$ cat config.mk
export PLATFORM = sky130hd
export DESIGN_NAME = irq_bank
export DESIGN_NICKNAME = d
export VERILOG_FILES = /design/src/rtl/irqb_pkg.sv /design/src/rtl/irqb_wdec.sv /design/src/rtl/irqb_pend.sv /design/src/rtl/irqb_mask.sv /design/src/rtl/irq_bank.sv
export SDC_FILE = /design/constraint.sdc
export NUM_CORES = 1
export LEC_CHECK = 0
export CORE_MARGIN = 4
export CORE_UTILIZATION = 33
export DETAILED_ROUTE_END_ITERATION = 6
export HOLD_SLACK_MARGIN = 0.12
export PLACE_DENSITY = 0.92
export SETUP_SLACK_MARGIN = 0.02
export SLEW_MARGIN = 20
export SYNTH_ARGS = -nofsm -noshare
export SYNTH_HDL_FRONTEND = slang
export SYNTH_SLANG_ARGS = --single-unit
$ cat constraint.sdc
create_clock -name clk -period 1.06 [get_ports clk]
set_input_delay 0.106 -clock clk [delete_from_list [all_inputs] [get_ports clk]]
set_output_delay 0.106 -clock clk [all_outputs]
set_load 0.05 [all_outputs]
$ cat src/rtl/irqb_pkg.sv
package irqb_pkg;
    localparam int SEL_W = 3;

    typedef enum logic [SEL_W-1:0] {
        SEL_MASK  = 3'd0,
        SEL_RAW   = 3'd1,
        SEL_MSTAT = 3'd2,
        SEL_PSET  = 3'd3,
        SEL_PCLR  = 3'd4,
        SEL_MSET  = 3'd5,
        SEL_MCLR  = 3'd6
    } reg_sel_e;
endpackage

$ cat src/rtl/irqb_wdec.sv
module irqb_wdec
    import irqb_pkg::*;
#(
    parameter int NSRC = 6
) (
    input  logic             wr_en,
    input  logic [SEL_W-1:0] wr_addr,
    input  logic [NSRC-1:0]  wr_bits,
    output logic             mask_ld,
    output logic [NSRC-1:0]  pend_set,
    output logic [NSRC-1:0]  pend_clr,
    output logic [NSRC-1:0]  mask_set,
    output logic [NSRC-1:0]  mask_clr
);
    always_comb begin
        mask_ld  = 1'b0;
        pend_set = '0;
        pend_clr = '0;
        mask_set = '0;
        mask_clr = '0;
        if (wr_en) begin
            case (wr_addr)
                SEL_MASK: mask_ld  = 1'b1;
                SEL_PSET: pend_set = wr_bits;
                SEL_PCLR: pend_clr = wr_bits;
                SEL_MSET: mask_set = wr_bits;
                SEL_MCLR: mask_clr = wr_bits;
                default:  ;
            endcase
        end
    end
endmodule

$ cat src/rtl/irqb_pend.sv
module irqb_pend #(
    parameter int NSRC = 6
) (
    input  logic            clk,
    input  logic            rst_n,
    input  logic [NSRC-1:0] evt,
    input  logic [NSRC-1:0] pend_set,
    input  logic [NSRC-1:0] pend_clr,
    output logic [NSRC-1:0] raw_q
);
    for (genvar i = 0; i < NSRC; i++) begin : g_flag
        // Event or set has priority over clear
        always_ff @(posedge clk or negedge rst_n) begin
            if (!rst_n)
                raw_q[i] <= 1'b0;
            else if (evt[i] || pend_set[i])
                raw_q[i] <= 1'b1;
            else if (pend_clr[i])
                raw_q[i] <= 1'b0;
        end
    end
endmodule

$ cat src/rtl/irqb_mask.sv
module irqb_mask #(
    parameter int NSRC = 6
) (
    input  logic            clk,
    input  logic            rst_n,
    input  logic            mask_ld,
    input  logic [NSRC-1:0] ld_bits,
    input  logic [NSRC-1:0] mask_set,
    input  logic [NSRC-1:0] mask_clr,
    output logic [NSRC-1:0] mask_q
);
    always_ff @(posedge clk or negedge rst_n) begin
        if (!rst_n)
            mask_q <= '0;
        else if (mask_ld)
            mask_q <= ld_bits;
        else
            mask_q <= (mask_q | mask_set) & ~mask_clr;
    end
endmodule

$ cat src/rtl/irq_bank.sv
module irq_bank
    import irqb_pkg::*;
#(
    parameter int NSRC = 6,
    parameter int DW   = 32
) (
    input  logic             clk,
    input  logic             rst_n,
    input  logic [NSRC-1:0]  evt_i,
    input  logic             wr_en,
    input  logic [SEL_W-1:0] wr_addr,
    input  logic [DW-1:0]    wr_data,
    input  logic [SEL_W-1:0] rd_addr,
    output logic [DW-1:0]    rd_data,
    output logic             irq_o
);
    localparam int PAD_W = DW - NSRC;

    logic [NSRC-1:0] pend_set, pend_clr, mask_set, mask_clr;
    logic            mask_ld;
    logic [NSRC-1:0] raw_q, mask_q, mstat;
    logic            unused_hi;

    assign unused_hi = ^wr_data[DW-1:NSRC];

    irqb_wdec #(.NSRC(NSRC)) u_wdec (
        .wr_en    (wr_en),
        .wr_addr  (wr_addr),
        .wr_bits  (wr_data[NSRC-1:0]),
        .mask_ld  (mask_ld),
        .pend_set (pend_set),
        .pend_clr (pend_clr),
        .mask_set (mask_set),
        .mask_clr (mask_clr)
    );

    irqb_pend #(.NSRC(NSRC)) u_pend (
        .clk      (clk),
        .rst_n    (rst_n),
        .evt      (evt_i),
        .pend_set (pend_set),
        .pend_clr (pend_clr),
        .raw_q    (raw_q)
    );

    irqb_mask #(.NSRC(NSRC)) u_mask (
        .clk      (clk),
        .rst_n    (rst_n),
        .mask_ld  (mask_ld),
        .ld_bits  (wr_data[NSRC-1:0]),
        .mask_set (mask_set),
        .mask_clr (mask_clr),
        .mask_q   (mask_q)
    );

    assign mstat = mask_q & raw_q;

    always_comb begin
        case (rd_addr)
            SEL_MASK:  rd_data = {{PAD_W{1'b0}}, mask_q};
            SEL_RAW:   rd_data = {{PAD_W{1'b0}}, raw_q};
            SEL_MSTAT: rd_data = {{PAD_W{1'b0}}, mstat};
            default:   rd_data = '0;
        endcase
    end

    always_ff @(posedge clk or negedge rst_n) begin
        if (!rst_n)
            irq_o <= 1'b0;
        else
            irq_o <= |mstat;
    end
endmodule

# Word level (Yosys, flattened, before mapping)
# Cells that the tools add are included.
[totals]
latch_bits = 0
mem_bits_ro = 0
reg_bits = 13
in_bits = 47
memories = 0
ram_bits = 0
[op_classes]
bitwise_logic = 4
add_sub_neg = 0
n_reduce_logical = 15
n_eq_ne = 6
muxes = 24
n_shift = 0
mul = 0
magnitude_cmp = 0
n_div = 0
[op_table]
columns = ["operator", "n"]
rows = [
  ["6-bit two-way mux", 9],
  ["6-bit one-hot mux with 3 select lines", 1],
  ["1-bit two-way mux", 14],
  ["6-bit bitwise AND", 2],
  ["2-bit nonzero test", 6],
  ["3-bit equality test (second input constant)", 3],
  ["3-bit by 2-bit equality test with 1-bit output (second input constant)", 2],
  ["3-bit zero test", 2],
  ["1-bit logical OR", 6],
  ["6-bit NOT", 1],
  ["6-bit OR", 1],
  ["6-bit OR reduction", 1],
  ["3-bit by 1-bit equality test with 1-bit output (second input constant)", 1],
]

# Longest topological paths before layout
[logic_depth]
ltp_word = 6
depth_mapped = 4
ltp_nobuf = 3

# Modules after synthesis
# A second synthesis with hierarchy kept.
[hier_totals]
hier_cells = 151
area_unflattened_um2 = 1107.3
[by_module_without_submodules]
columns = ["module", "area_each_um2", "seq_area_each_um2", "n_inst", "cells_per_inst"]
rows = [
  ["irq_bank", 394.1, 25.0, 1, 58],
  ["irqb_mask", 271.5, 150.1, 1, 25],
  ["irqb_pend", 225.2, 150.1, 1, 24],
  ["irqb_wdec", 216.5, 0.0, 1, 44],
]

# Least setup slack after synthesis
# OpenSTA, ideal clock, no wires.
[synth_timing]
path_type = "input port to output port"
startpoint = "in rd_addr[0]"
endpoint = "out rd_data[0]"
path_stages = 3
required_time_ns = 0.954
arrival_time_ns = 1.253
setup_slack_ns = -0.299
path_cell_list = "nor2b_1 -> nand2_1 -> a21oi_1"
[synth_via]
elab_chain_len = 2
elab_cells_between_ends = 4
cone_classes = "eq/ne (2); mux (1); reduce/logical (1)"
[synth_lines]
columns = ["element", "line_no", "source"]
rows = [
  ["start, declared", "irq_bank.sv:13", "input logic [SEL_W-1:0] rd_addr,"],
  ["3-bit by 2-bit equality test with 1-bit output (tied with other cells)", "irq_bank.sv:59", "case (rd_addr)"],
  ["6-bit one-hot mux with 3 select lines *", "irq_bank.sv:59", ""],
  ["end, declared", "irq_bank.sv:14", "output logic [DW-1:0] rd_data,"],
]
# Every way passes the cells marked *; elsewhere a longest branch is shown, timed or not.

# Worst setup path in the final report
[layout_timing]
startpoint = "reg u_pend.raw_q[5]"
endpoint = "out rd_data[5]"
[layout_via]
elab_chain_len = 2
[layout_lines]
columns = ["element", "line_no", "source"]
rows = [
  ["start, declared", "irqb_pend.sv:9", "output logic [NSRC-1:0] raw_q"],
  ["start signal, assigned by index", "irqb_pend.sv:15", "raw_q[i] <= 1'b0;"],
  ["start signal, assigned by index", "irqb_pend.sv:17", "raw_q[i] <= 1'b1;"],
  ["start signal, assigned by index", "irqb_pend.sv:19", "raw_q[i] <= 1'b0;"],
  ["6-bit bitwise AND", "irq_bank.sv:56", "assign mstat = mask_q & raw_q;"],
  ["6-bit one-hot mux with 3 select lines *", "irq_bank.sv:59", ""],
]
# Marked as above.

==> impl_metrics.py <==
metrics = {
    "final_layout": {
        "area_growth_pct": 52.9,
        "seq_area_um2": 325,
        "final_nets": 207,
        "multi_input_area_um2": 628,
        "final_cells": 190,
        "nFillCells": 256,
        "final_common_cell": "conb_1",
        "layout-drive-gt1-share_pct": 28.9,
        "diodes": 0,
        "mostFrequentLayoutCells": "conb_1, buf_4, clkdlybuf4s50_1",
    },
    "grt": {
        "gr-usage-all-layers_pct": 12.8,
        "grt_max_degree": 14,
        "grt_pass1_wl_um": 4170,
        "grt_pass1_vias": 940,
        "antenna_found_initial": 0,
        "grt_overflow": 0,
    },
    "sta": {
        "whs_ps": 125,
        "layout_min_cycle_time_ps": 1340,
        "hold_viol": 0,
        "drv_slew": 0,
        "finalSetupTns_ps": -1330,
        "max_freq_mhz": 744,
        "finalCritPeriodShare_pct": 127,
        "fin_worst_skew_ps": 0.572,
        "rsz0062_at_grt": "true",
        "setup_ws_ps": -284,
        "setup_viol": 6,
    },
    "run_status": {
        "outcome": "finished, violations left",
        "violations": "setup timing",
    },
    "setup_path": {
        "required_ps": 950,
        "worst_r2r_endpoint": "u_pend.raw_q[2]",
        "critPathMaxFanout": 2,
        "reg2regPathDepth": 2,
        "r2r-start": "u_pend.raw_q[2]",
        "worst_setup_path_end_kind": "primary output",
        "rrSetupSlack_ps": 70,
        "worstSetupPathType": "reg -> out",
        "worst_ep_arrival_time_ps": 1240,
        "start_kind": "register",
    },
    "synth": {
        "ys_types": 22,
        "synth.avg_cell_area_um2": 8.81,
        "syn-instance-count": 112,
        "synth_area_um2": 987,
        "ys_seq_area_share_pct": 33.0,
        "ys_warn_count": 0,
        "synth_seq_cells": 13,
    },
    "detailed_routing": {
        "drt-total-wl_um": 2620,
        "via_per_inst": 5.28,
        "dr.pass1.iters": 4,
        "routedWlPerCell_um": 13.8,
        "ant_nets": 0,
        "drc": 0,
        "vias": 1003,
        "drt-initial-drc-count": 36,
    },
    "floorplanning": {
        "start_util_pct": 35.2,
        "die_width_um": 62.7,
        "die_h_um": 62.7,
        "dieArea_um2": 3930,
        "io_pins": 80,
        "rows": 19,
        "core-area_um2": 2810,
    },
    "clocking": {
        "cts.clk_slew.worst_paths_ps": 80,
        "cts_sinks": 13,
        "cts_max_path_buffers": 2,
        "cts_tree": "built",
        "numCtsBuffers": 3,
        "hold_buffers": 0,
        "root_buffer": "clkbuf_4",
        "insertion_delay_ps": 270,
        "cts_max_level": 1,
    },
    "placement": {
        "hpwl_um": 1980,
        "place_inst": 178,
        "gp_congestion": 0.848,
        "dpl_worst_slack_ps": -460,
        "io_buffers": 27,
    },
    "run": {
        "max-cap-violations": 0,
    },
    "power": {
        "power_density_nw_per_um2": 1160,
        "ir_worst_vdd_v": 0.000388,
        "leakagePower_nw": 0.613,
    },
    "min_path": {
        "min_path_type": "in -> async",
    },
}
[worst max path at each step]
| stage | from | end | slack (ps) | depth (start not counted) |
|---|---|---|---|---|
| after floorplan | u_pend.raw_q[0] | rd_data[0] | -20 | 2 |
| after global placement | wr_addr[0] | u_pend.raw_q[5] | -410 | 4 |
| after detailed placement | wr_addr[0] | u_pend.raw_q[2] | -460 | 4 |
| after CTS | u_pend.raw_q[5] | rd_data[5] | -300 | 4 |
| after global routing | u_pend.raw_q[5] | rd_data[5] | -350 | 4 |
| final | u_pend.raw_q[5] | rd_data[5] | -280 | 4 |
[power by group]
group          switching, mW  internal (mW)  leakage [nW]
registers             0.0560          0.555         0.133
clock network          0.156          0.146        0.0150
logic                  0.510          0.326         0.465
total                  0.721           1.03         0.613
[through the flow]
stage	utilization, %	power (mW)	instance area, um^2
after floorplan	-	1.17	1140
after global placement	49.6	1.38	1390
after detailed placement	49.6	1.40	1390
after CTS	52.9	1.71	1480
after global routing	53.8	1.83	1510
final	53.8	1.75	1510
[flip-flops by register name, indices dropped and copies added (netlist names)]
register,count
u_mask.mask_q,6
irq_o,1
u_pend.raw_q,6
[per-layer routing]
metal  vias up  global-route usage [%]  wire, um
met1       484                    14.3       966
met2        41                    24.2      1430
met4         0                    5.79        61
met5         -                       0         0
li1        472                       -         -
met3         6                    1.08       171
[cell usage after synthesis, drive strengths merged]
library cell	n	area, um^2
a221o	6	60.1
nor2b	2	12.5
conb	1	3.75
buf	28	211
o211ai	5	37.5
or2b	1	11.3
nand2b	3	18.8
a22oi	3	22.5
inv	3	11.3
nand2	12	45.0
a41oi	6	52.6
nand3	1	5.00
a21oi	11	55.1
o31ai	6	45.0
a32oi	1	8.76
clkbuf	1	3.75
nor2	2	7.51
nand4	6	37.5
dfrtp	13	325
and4bb	1	12.5
[cell families (layout without fill, tap and decap cells)]
logic type | after synthesis | after routing | share of synthesized area [%]
flip-flops | 13 | 13 | 33.0
AND/OR/NAND/NOR | 28 | 28 | 15.2
other | 1 | 26 | 0.380
buffers and inverters | 32 | 54 | 22.9
AO/OA/AOI/OAI | 38 | 38 | 28.5
[area by class of cell]
| cell class | count | share of cell area (%) |
|---|---|---|
| Clock buffer | 4 | 1.74 |
| Timing Repair Buffer | 47 | 31.8 |
| Sequential cell | 13 | 21.6 |
| Tap cell | 31 | 2.57 |
| Inverter | 3 | 0.746 |
| Multi-Input combinational cell | 92 | 41.6 |
[timing repair]
item,CTS,global route
endpoints found under the setup margin,18,12
gates cloned,0,0
buffers inserted,7,1
pin swaps,12,10
gates resized for setup,11,6
[critical path, cell delays in order, from the launching register on]
cell,delay (ps)
dfrtp_1,380
nand2b_4,150
a32oi_4,240
nor2_4,50
buf_12,140
No activity file was read; power rests on OpenSTA's default activity.
